$ cat src/rtl/bxu_pkg.sv
package bxu_pkg;

    localparam int LIM_W = 64;

    typedef struct packed {
        logic [LIM_W-1:0] ub;
        logic [LIM_W-1:0] lb;
    } lim_pair_t;

    typedef enum logic [1:0] {
        OPK_MOVE  = 2'd0,
        OPK_LOAD  = 2'd1,
        OPK_STORE = 2'd2
    } op_kind_e;

    typedef enum logic [1:0] {
        CPL_OK     = 2'b00,
        CPL_UD     = 2'b01,
        CPL_MEMERR = 2'b10
    } cpl_e;

    localparam logic [7:0] OPC_TO_REG = 8'h1A;
    localparam logic [7:0] OPC_TO_RM  = 8'h1B;

endpackage

$ cat src/rtl/bxu_decode.sv
module bxu_decode
    import bxu_pkg::*;
#(
    parameter int NREG  = 4,
    parameter int IDX_W = 4
) (
    input  logic [7:0]       opcode,
    input  logic [IDX_W-1:0] dst,
    input  logic [IDX_W-1:0] src,
    input  logic             mem,
    input  logic             lock,
    output logic             fault,
    output op_kind_e         kind
);

    localparam logic [IDX_W:0] NREG_W = (IDX_W+1)'(NREG);

    logic dir_ld, dir_st;
    logic dst_names_reg, src_names_reg;
    logic bad_opc, bad_idx, bad_lock;

    always_comb begin
        dir_ld        = (opcode == OPC_TO_REG);
        dir_st        = (opcode == OPC_TO_RM);
        dst_names_reg = dir_ld || !mem;
        src_names_reg = dir_st || !mem;
        bad_opc       = !(dir_ld || dir_st);
        bad_idx       = (dst_names_reg && ({1'b0, dst} >= NREG_W)) ||
                        (src_names_reg && ({1'b0, src} >= NREG_W));
        bad_lock      = lock && dst_names_reg;
        fault         = bad_opc || bad_idx || bad_lock;
        if (!mem)
            kind = OPK_MOVE;
        else if (dir_ld)
            kind = OPK_LOAD;
        else
            kind = OPK_STORE;
    end

endmodule

$ cat src/rtl/bxu_regfile.sv
module bxu_regfile
    import bxu_pkg::*;
#(
    parameter int NREG  = 4,
    parameter int IDX_W = 4
) (
    input  logic             clk,
    input  logic             rst_n,
    input  logic             we,
    input  logic [IDX_W-1:0] waddr,
    input  lim_pair_t        wdata,
    input  logic [IDX_W-1:0] raddr,
    output lim_pair_t        rdata
);

    lim_pair_t        ent [NREG];
    logic [NREG-1:0]  hit;

    for (genvar g = 0; g < NREG; g++) begin : g_hit
        assign hit[g] = we && (waddr == IDX_W'(g));
    end

    always_ff @(posedge clk or negedge rst_n) begin
        if (!rst_n) begin
            for (int i = 0; i < NREG; i++) ent[i] <= '0;
        end else begin
            for (int i = 0; i < NREG; i++)
                if (hit[i]) ent[i] <= wdata;
        end
    end

    always_comb begin
        rdata = '0;
        for (int i = 0; i < NREG; i++)
            if (raddr == IDX_W'(i)) rdata = ent[i];
    end

    // a write never targets an index outside the file
    a_r8_waddr_in_range: assert property (@(posedge clk) disable iff (!rst_n)
        we |-> ({1'b0, waddr} < (IDX_W+1)'(NREG)));

endmodule

$ cat src/rtl/bxu_seq.sv
module bxu_seq
    import bxu_pkg::*;
#(
    parameter int IDX_W = 4,
    parameter int AW    = 32
) (
    input  logic             clk,
    input  logic             rst_n,
    input  logic             req_valid,
    output logic             req_ready,
    input  logic             dec_fault,
    input  op_kind_e         dec_kind,
    input  logic             req_wide,
    input  logic [IDX_W-1:0] req_dst,
    input  logic [AW-1:0]    req_addr,
    input  lim_pair_t        src_pair,
    output logic             rf_we,
    output logic [IDX_W-1:0] rf_waddr,
    output lim_pair_t        rf_wdata,
    output logic             mem_req_valid,
    output logic             mem_req_write,
    output logic [AW-1:0]    mem_req_addr,
    output logic [LIM_W-1:0] mem_req_wdata,
    output logic [7:0]       mem_req_be,
    input  logic             mem_rsp_valid,
    input  logic             mem_rsp_err,
    input  logic [LIM_W-1:0] mem_rsp_rdata,
    output logic             cpl_valid,
    output cpl_e             cpl_status
);

    localparam int HALF_W = LIM_W / 2;
    localparam logic [AW-1:0] STEP_WIDE   = AW'(8);
    localparam logic [AW-1:0] STEP_NARROW = AW'(4);

    typedef enum logic [2:0] {
        S_IDLE,
        S_LO_ISSUE,
        S_LO_WAIT,
        S_HI_ISSUE,
        S_HI_WAIT,
        S_REPORT
    } state_e;

    state_e           state, state_nx;
    logic             accept;
    logic             store_q, wide_q;
    logic [IDX_W-1:0] dst_q;
    logic [AW-1:0]    base_q;
    logic [LIM_W-1:0] lo_buf;
    lim_pair_t        st_buf;
    cpl_e             status_q;
    logic [LIM_W-1:0] rsp_word;
    logic [LIM_W-1:0] st_pick;
    logic             hi_phase;
    logic             move_wr, load_wr;

    assign accept = req_valid && (state == S_IDLE);

    // state register
    always_ff @(posedge clk or negedge rst_n) begin
        if (!rst_n) state <= S_IDLE;
        else        state <= state_nx;
    end

    // next-state logic
    always_comb begin
        state_nx = state;
        unique case (state)
            S_IDLE: begin
                if (req_valid) begin
                    if (dec_fault || dec_kind == OPK_MOVE) state_nx = S_REPORT;
                    else                                   state_nx = S_LO_ISSUE;
                end
            end
            S_LO_ISSUE: state_nx = S_LO_WAIT;
            S_LO_WAIT: begin
                if (mem_rsp_valid) state_nx = mem_rsp_err ? S_REPORT : S_HI_ISSUE;
            end
            S_HI_ISSUE: state_nx = S_HI_WAIT;
            S_HI_WAIT: begin
                if (mem_rsp_valid) state_nx = S_REPORT;
            end
            S_REPORT: state_nx = S_IDLE;
            default:  state_nx = S_IDLE;
        endcase
    end

    // operation context and lower-word buffer
    always_ff @(posedge clk or negedge rst_n) begin
        if (!rst_n) begin
            store_q  <= 1'b0;
            wide_q   <= 1'b0;
            dst_q    <= '0;
            base_q   <= '0;
            lo_buf   <= '0;
            st_buf   <= '0;
            status_q <= CPL_OK;
        end else begin
            if (accept) begin
                status_q <= dec_fault ? CPL_UD : CPL_OK;
                store_q  <= (dec_kind == OPK_STORE);
                wide_q   <= req_wide;
                dst_q    <= req_dst;
                base_q   <= req_addr;
                st_buf   <= src_pair;
            end
            if (state == S_LO_WAIT && mem_rsp_valid) begin
                lo_buf <= rsp_word;
                if (mem_rsp_err) status_q <= CPL_MEMERR;
            end
            if (state == S_HI_WAIT && mem_rsp_valid && mem_rsp_err)
                status_q <= CPL_MEMERR;
        end
    end

    // outputs
    always_comb begin
        hi_phase      = (state == S_HI_ISSUE);
        rsp_word      = wide_q ? mem_rsp_rdata
                               : {{HALF_W{1'b0}}, mem_rsp_rdata[HALF_W-1:0]};
        st_pick       = hi_phase ? st_buf.ub : st_buf.lb;

        req_ready     = (state == S_IDLE);
        cpl_valid     = (state == S_REPORT);
        cpl_status    = status_q;

        mem_req_valid = (state == S_LO_ISSUE) || hi_phase;
        mem_req_write = store_q;
        mem_req_addr  = base_q + (hi_phase ? (wide_q ? STEP_WIDE : STEP_NARROW) : '0);
        mem_req_be    = wide_q ? 8'hFF : 8'h0F;
        if (!store_q)
            mem_req_wdata = '0;
        else if (wide_q)
            mem_req_wdata = st_pick;
        else
            mem_req_wdata = {{HALF_W{1'b0}}, st_pick[HALF_W-1:0]};

        move_wr  = accept && !dec_fault && (dec_kind == OPK_MOVE);
        load_wr  = (state == S_HI_WAIT) && mem_rsp_valid && !mem_rsp_err && !store_q;
        rf_we    = move_wr || load_wr;
        rf_waddr = move_wr ? req_dst : dst_q;
        rf_wdata = move_wr ? src_pair : '{ub: rsp_word, lb: lo_buf};
    end

    // completion is a single-cycle pulse
    a_r11_one_pulse: assert property (@(posedge clk) disable iff (!rst_n)
        cpl_valid |=> !cpl_valid);

    // unit is ready again right after completion
    a_r11_ready_after: assert property (@(posedge clk) disable iff (!rst_n)
        cpl_valid |=> req_ready);

    // unit is busy in the cycle after acceptance
    a_r11_busy: assert property (@(posedge clk) disable iff (!rst_n)
        (req_valid && req_ready) |=> !req_ready);

    // memory requests are single-beat
    a_r3_single_beat: assert property (@(posedge clk) disable iff (!rst_n)
        mem_req_valid |=> !mem_req_valid);

    // an error response ends the operation with a memory-error status
    a_r10_err_reports: assert property (@(posedge clk) disable iff (!rst_n)
        (mem_rsp_valid && mem_rsp_err && (state == S_LO_WAIT || state == S_HI_WAIT))
        |=> (cpl_valid && cpl_status == CPL_MEMERR));

    // no register write on an error response
    a_r10_no_write_on_err: assert property (@(posedge clk) disable iff (!rst_n)
        (mem_rsp_valid && mem_rsp_err) |-> !rf_we);

endmodule

$ cat src/rtl/bound_xfer_unit.sv
module bound_xfer_unit
    import bxu_pkg::*;
#(
    parameter int NREG  = 4,
    parameter int IDX_W = 4,
    parameter int AW    = 32
) (
    input  logic             clk,
    input  logic             rst_n,
    input  logic             req_valid,
    output logic             req_ready,
    input  logic [7:0]       req_opcode,
    input  logic [IDX_W-1:0] req_dst,
    input  logic [IDX_W-1:0] req_src,
    input  logic             req_mem,
    input  logic             req_wide,
    input  logic             req_lock,
    input  logic [AW-1:0]    req_addr,
    output logic             mem_req_valid,
    output logic             mem_req_write,
    output logic [AW-1:0]    mem_req_addr,
    output logic [63:0]      mem_req_wdata,
    output logic [7:0]       mem_req_be,
    input  logic             mem_rsp_valid,
    input  logic             mem_rsp_err,
    input  logic [63:0]      mem_rsp_rdata,
    output logic             cpl_valid,
    output logic [1:0]       cpl_status
);

    localparam logic [IDX_W:0] NREG_W = (IDX_W+1)'(NREG);

    logic             dec_fault;
    op_kind_e         dec_kind;
    lim_pair_t        src_pair;
    logic             rf_we;
    logic [IDX_W-1:0] rf_waddr;
    lim_pair_t        rf_wdata;
    cpl_e             seq_status;

    bxu_decode #(.NREG(NREG), .IDX_W(IDX_W)) u_dec (
        .opcode (req_opcode),
        .dst    (req_dst),
        .src    (req_src),
        .mem    (req_mem),
        .lock   (req_lock),
        .fault  (dec_fault),
        .kind   (dec_kind)
    );

    bxu_regfile #(.NREG(NREG), .IDX_W(IDX_W)) u_rf (
        .clk    (clk),
        .rst_n  (rst_n),
        .we     (rf_we),
        .waddr  (rf_waddr),
        .wdata  (rf_wdata),
        .raddr  (req_src),
        .rdata  (src_pair)
    );

    bxu_seq #(.IDX_W(IDX_W), .AW(AW)) u_seq (
        .clk           (clk),
        .rst_n         (rst_n),
        .req_valid     (req_valid),
        .req_ready     (req_ready),
        .dec_fault     (dec_fault),
        .dec_kind      (dec_kind),
        .req_wide      (req_wide),
        .req_dst       (req_dst),
        .req_addr      (req_addr),
        .src_pair      (src_pair),
        .rf_we         (rf_we),
        .rf_waddr      (rf_waddr),
        .rf_wdata      (rf_wdata),
        .mem_req_valid (mem_req_valid),
        .mem_req_write (mem_req_write),
        .mem_req_addr  (mem_req_addr),
        .mem_req_wdata (mem_req_wdata),
        .mem_req_be    (mem_req_be),
        .mem_rsp_valid (mem_rsp_valid),
        .mem_rsp_err   (mem_rsp_err),
        .mem_rsp_rdata (mem_rsp_rdata),
        .cpl_valid     (cpl_valid),
        .cpl_status    (seq_status)
    );

    assign cpl_status = seq_status;

    // unknown opcode is reported as invalid in the next cycle
    a_r7_bad_opcode: assert property (@(posedge clk) disable iff (!rst_n)
        (req_valid && req_ready && req_opcode != 8'h1A && req_opcode != 8'h1B)
        |=> (cpl_valid && cpl_status == 2'b01));

    // lock on a load-direction request always faults
    a_r9_lock_reg_dst: assert property (@(posedge clk) disable iff (!rst_n)
        (req_valid && req_ready && req_opcode == 8'h1A && req_lock)
        |=> (cpl_valid && cpl_status == 2'b01));

    // legal register move completes with done status in the next cycle
    a_r2_move_done: assert property (@(posedge clk) disable iff (!rst_n)
        (req_valid && req_ready && !req_mem && !req_lock &&
         (req_opcode == 8'h1A || req_opcode == 8'h1B) &&
         ({1'b0, req_dst} < NREG_W) && ({1'b0, req_src} < NREG_W))
        |=> (cpl_valid && cpl_status == 2'b00));

    // a faulted request never reaches memory
    a_r7_fault_no_mem: assert property (@(posedge clk) disable iff (!rst_n)
        (cpl_valid && cpl_status == 2'b01) |-> !mem_req_valid);

endmodule

$ cat config.mk
export PLATFORM = sky130hd
export DESIGN_NAME = bound_xfer_unit
export DESIGN_NICKNAME = d
export VERILOG_FILES = /design/src/rtl/bxu_pkg.sv /design/src/rtl/bxu_decode.sv /design/src/rtl/bxu_regfile.sv /design/src/rtl/bxu_seq.sv /design/src/rtl/bound_xfer_unit.sv
export SDC_FILE = /design/constraint.sdc
export NUM_CORES = 2
export LEC_CHECK = 0
export BUFFER_PORTS_ARGS = -buffer_cell sky130_fd_sc_hd__buf_2
export CORE_MARGIN = 2
export CORE_UTILIZATION = 43
export DETAILED_ROUTE_END_ITERATION = 7
export SYNTH_ARGS = -nofsm -noshare
export SYNTH_HDL_FRONTEND = slang
export SYNTH_SLANG_ARGS = --single-unit
$ cat constraint.sdc
create_clock -name clk -period 9.1 [get_ports clk]
set_input_delay 0.91 -clock clk [delete_from_list [all_inputs] [get_ports clk]]
set_output_delay 0.91 -clock clk [all_outputs]
set_load 0.005 [all_outputs]
Word level (Yosys, flattened, before mapping)
Index checks and enable logic that the tools add are counted.
- reduce and logical (&&, ||, !) cells: 34
- muxes and demuxes: 26
- order comparisons: 2
- bitwise gates (word level): 0
- eq/ne operators: 17
- add/subtract/negate cells: 1
- shifts and indexed selects: 0
- $mul: 0
- div/mod/pow operators: 0
- operators with widths (cell ; number):
    128-bit two-way mux ; 5
    64-bit two-way mux ; 4
    32-bit adder ; 1
    32-bit two-way mux ; 1
    4-bit by 2-bit equality test with 1-bit output, second input constant ; 4
    8-bit by 5-bit equality test with 1-bit output, second input constant ; 2
    1-bit logical AND ; 15
    3-bit two-way mux ; 5
    3-bit one-hot mux with 5 select lines ; 1
    2-bit two-way mux ; 6
    1-bit logical OR ; 9
    4-bit by 1-bit equality test with 1-bit output, second input constant ; 2
    4-bit by 3-bit >= comparator with 1-bit output, second input constant ; 2
    4-bit zero test ; 2
    4-bit two-way mux ; 2
    8-bit two-way mux ; 1
    3-bit by 2-bit equality test with 1-bit output, second input constant ; 2
    3-bit equality test, second input constant ; 2
    2-bit != test, second input constant ; 3
    1-bit zero test ; 5
    3-bit by 1-bit equality test with 1-bit output, second input constant ; 1
    3-bit zero test ; 1
    3-bit AND reduction ; 1
    2-bit equality test, second input constant ; 1
    2 further kinds ; 2
- bits in read-only memories: 0
- bits in writable memories: 0
- output and inout port bits: 110
- bits in latches: 0
- input bits: 120
- memories: 0
- bits in registers: 747

Depth between registers and ports, before layout
- depth in word-level cells: 12
- mapped depth: 12
- depth with buffers taken out: 9

By module
From an unflattened synthesis, not the netlist that was laid out.
- cells, all modules: 2693
- area total of the unflattened synthesis: 35056.1 um^2
- modules (own cells, without submodules) (module ; times used ; cells an instance ; area each (um^2)):
    bxu_regfile ; 1 ; 1384 ; 22880.7
    bxu_seq ; 1 ; 1299 ; 12106.6
    bxu_decode ; 1 ; 10 ; 68.8

Worst setup path after synthesis
No wires, ideal clock.
- kind: register -> output
- start: register u_seq.state[2]
- end: output mem_req_addr[14]
- slack: 5.196 ns
- arrival time: 2.994 ns
- cell stages (with the launch flop): 13
- cells stage by stage: dfrtp_1 -> buf_1 -> nor2b_1 -> nand2_1 -> clkbuf_1 -> clkbuf_1 -> nor2_1 -> ha_1 -> fa_1 -> nand3_1 -> nor3_1 -> and3_1 -> xor2_1
- cells in the longest elaborated chain, start to end: 3
- ends and longest elaborated chain (what ; RTL line ; RTL):
    start, declared ; bxu_seq.sv:45 ; state_e state, state_nx;
    start signal, assigned ; bxu_seq.sv:63 ; else state <= state_nx;
    3-bit by 2-bit equality test with 1-bit output ; bxu_seq.sv:119 ; hi_phase = (state == S_HI_ISSUE);
    32-bit two-way mux ; bxu_seq.sv:130 ; mem_req_addr = base_q + (hi_phase ? (wide_q ? STEP_WIDE : STEP_NARROW) : '0);
    32-bit adder ; bxu_seq.sv:130 ;
    end, declared ; bound_xfer_unit.sv:21 ; output logic [AW-1:0] mem_req_addr,
No other way between the ends.

Worst setup path after layout
- start: register u_seq.state[1]
- end: output mem_req_addr[28]
The elaborated chain is that of the path after synthesis.

==> impl_metrics.ini <==
[yosys]
synthArstFlopShare_pct = 100
synth_top_area_cell = dfrtp_1
synth_top_flop_cell = dfrtp_1
synth_seq_cells = 747
synth-seq-area-share_pct = 49.5
ys_warn_count = 0
yosysTopAreaCellShare_pct = 49.5
syn_inst = 3987
synth_edf_count = 0
synth.area.top_cells = dfrtp_1, a211oi_1, nor2_1
synth_cell_types = 52
synth.cell_area_um2 = 37700
synth_area_per_cell_um2 = 9.46

[clock_tree]
ctsResizeCount = 0
clkSinkCount = 747
post_cts_buffers = 0
numCtsBuffers = 84
clkLatencyLatePin_ns = 0.63
cts_buffer_depth = 3
htreeDepth = 3
hold_buffers = 0
cts-root-buf = clkbuf_16
clk_pin_slew_worst_paths_ns = 0.06
cts_tree = yes

[timing]
worst_pin_slew_ns = 1.26
slew_headroom_pct = 16.1
hold_viol = 0
finClkSkew_ns = 0.0274
fin_crit_sh_pct = 59.1
timing.fmax_ghz = 0.186
fin_crit_ns = 5.38
finalSetupViolCount = 0
fin_tns_setup_ns = 0
final_max_slew_viol_count = 0
rsz0062_at_grt = false
finalWorstSetupSlack_ns = 3.72

[critical_path]
critPathMaxStageDelay_ns = 0.93
reg2reg_setup_slack_ns = 4.74
cp_data_required_time_ns = 8.19
slowest_stage = nor3_1
critPathArrivalTime_ns = 4.47
path_class = flop to output port
crit_path_cell_trace = nor2b_1 > nand2_4 > nor2_1 > ha_1 > fa_1 > nand3_1 > nor3_1 > nand4_1 > xnor2_1 > buf_2
worst_setup_path_start_kind = flop
endpoint_kind = output port
critPathMaxFanout = 30

[job]
max-cap-violations = 0

[global_routing]
gr-max-usage-layer = met2
gr-usage-all-layers_pct = 29.8
grt-ovfl-total = 0
grt_max_degree = 152
use_met1_pct = 42.4
met2_usage_pct = 46.1
antenna_found_initial = 14
grt_pass1_vias = 32500
grt_pass1_wl_mm = 209
grt.met3_usage_pct = 5.53

[placed_design]
dp_hpwl_mm = 71.8
dpl.cell_count = 5031
port_buffers = 225
place_congestion = 0.834
pre_cts_ws_ns = 4.41
placed_area_um2 = 39200

[pwr]
peakVddDrop_mv = 0.136
total_leakage_power_nw = 18.9
powerDensity_nw_per_um2 = 295

[final_layout]
final_cell_mix = dfrtp_1, a211oi_1, nor2_1, nand2_1, o21ai_0
final_cell_count_no_fill = 5183
final_common_cell = dfrtp_1
n_fill_cell = 8150
stdcell_area_um2 = 42000
final_util_pct = 48.4
num-nets-final = 4085
layout-drive-gt1-share_pct = 13.1
area_delta_synth_final_pct = 11.4

[detailed_routing]
routedWlPerCell_um = 26.2
detail_route.first_pass.iterations = 5
ant_nets = 0
drc = 0
num_vias = 32700
drt_iter0_markers = 3445
vias_per_cell = 6.32
drt-total-wl_mm = 136

[die]
ios = 230
die_area_um2 = 90100
die_h_um = 300
start_util_pct = 43.4
die_w_um = 300
core-area_um2 = 86900
fp-row-count = 108

[hold_path]
hold_path.class = input pin to asynchronous set/reset pin

[outcome]
outcome = finished clean
## layer usage
metal  vias to the layer above  routed length (µm)
met1                     16600               59100
met5                         -                 125
li1                      14400                   -
met2                      1455               62400
met4                        20                3380
met3                       267               10800
## kinds of logic after synthesis
| kind of cell | share of synthesized area (%) |
|---|---|
| xor gates and xnor gates | 0.673 |
| and+or+nand+nor | 10.6 |
| muxes | 5.65 |
| other | 0.00994 |
| DFF | 49.5 |
| buffers and inverters | 6.63 |
| adders and majority gates | 0.119 |
| AOI/OAI and AO/OA | 26.7 |
## stage by stage
step           power [W]  hold WS [ns]
6_report          0.0124         0.289
3_5_place_dp     0.00884         0.456
5_1_grt           0.0131         0.386
4_1_cts           0.0124         0.346
3_3_place_gp     0.00874         0.456
2_1_floorplan    0.00770         0.447
## worst paths after layout
kind	cells past startpoint	from	end
worst min-delay path	1	rst_n	u_seq.base_q[27]
worst min register to register	1	u_seq.cpl_status[1]	u_seq.cpl_status[1]
worst max-delay path	10	u_seq.state[1]	mem_req_addr[28]
max in group asynchronous	3	rst_n	u_rf.ent[246]
worst max register to register	6	u_seq.state[0]	u_rf.ent[326]
min in group clk	1	u_seq.cpl_status[1]	u_seq.cpl_status[1]
## report_power, final
group | switching [W] | internal (W) | total (W)
Combinational | 0.00184 | 0.00136 | 0.00320
Clock | 0.00143 | 0.00211 | 0.00354
Sequential | 0.000994 | 0.00466 | 0.00565
## cells in the mapped netlist (2+ instances only)
library cell and number:
nand2_1 442, buf_4 18, xnor2_1 21, a221oi_1 136, nand3_1 10, buf_1 18, and3_1 8, nor2b_1 3
xor2_1 8, inv_1 179, mux2_2 33, a21boi_0 32, nand4b_1 2, a21oi_1 167, and2_1 3, o22a_1 46
mux2i_1 176, o21ai_0 245, o22ai_1 82, a221oi_2 40, nor4b_2 4, a211oi_1 670, nor2_1 477, and4_1 7
dfrtp_1 747, and4b_1 3, nor3_1 6, a21o_1 2, ha_1 2, buf_2 132, and3b_1 2, buf_6 10
nor4_2 2, nand4_1 10, clkbuf_1 227
## state kept, by name, summed over array words and instances (netlist names)
| register | cells |
|---|---|
| u_seq.state | 3 |
| u_seq.wide_q | 1 |
| u_seq.cpl_status | 2 |
| u_seq.mem_req_write | 1 |
| u_seq.dst_q | 4 |
| u_rf.ent | 512 |
| u_seq.st_buf | 128 |
| u_seq.lo_buf | 64 |
| u_seq.base_q | 32 |
## critical path: cells and delay by family (launching register included)
kind,cells,cell delay [ns]
flip-flops,1,0.62
AND/OR/NAND/NOR,6,2.41
XOR/XNOR,1,0.20
adder cells (fa/ha/maj),2,0.46
buffers and inverters,1,0.14
## area by class of cell
type / count / area, µm² / area share, %
flip-flops and latches: 747 / 18700 / 44.5
multi-input cells: 2659 / 16700 / 39.7
clock buffers: 125 / 2530 / 6.02
repair buffers: 291 / 1700 / 4.05
well taps: 1155 / 1450 / 3.44
inverters: 179 / 672 / 1.60
clock inverters: 24 / 309 / 0.735
diodes: 3 / 7.51 / 0.0179
Power figures use the tool's default switching activity.
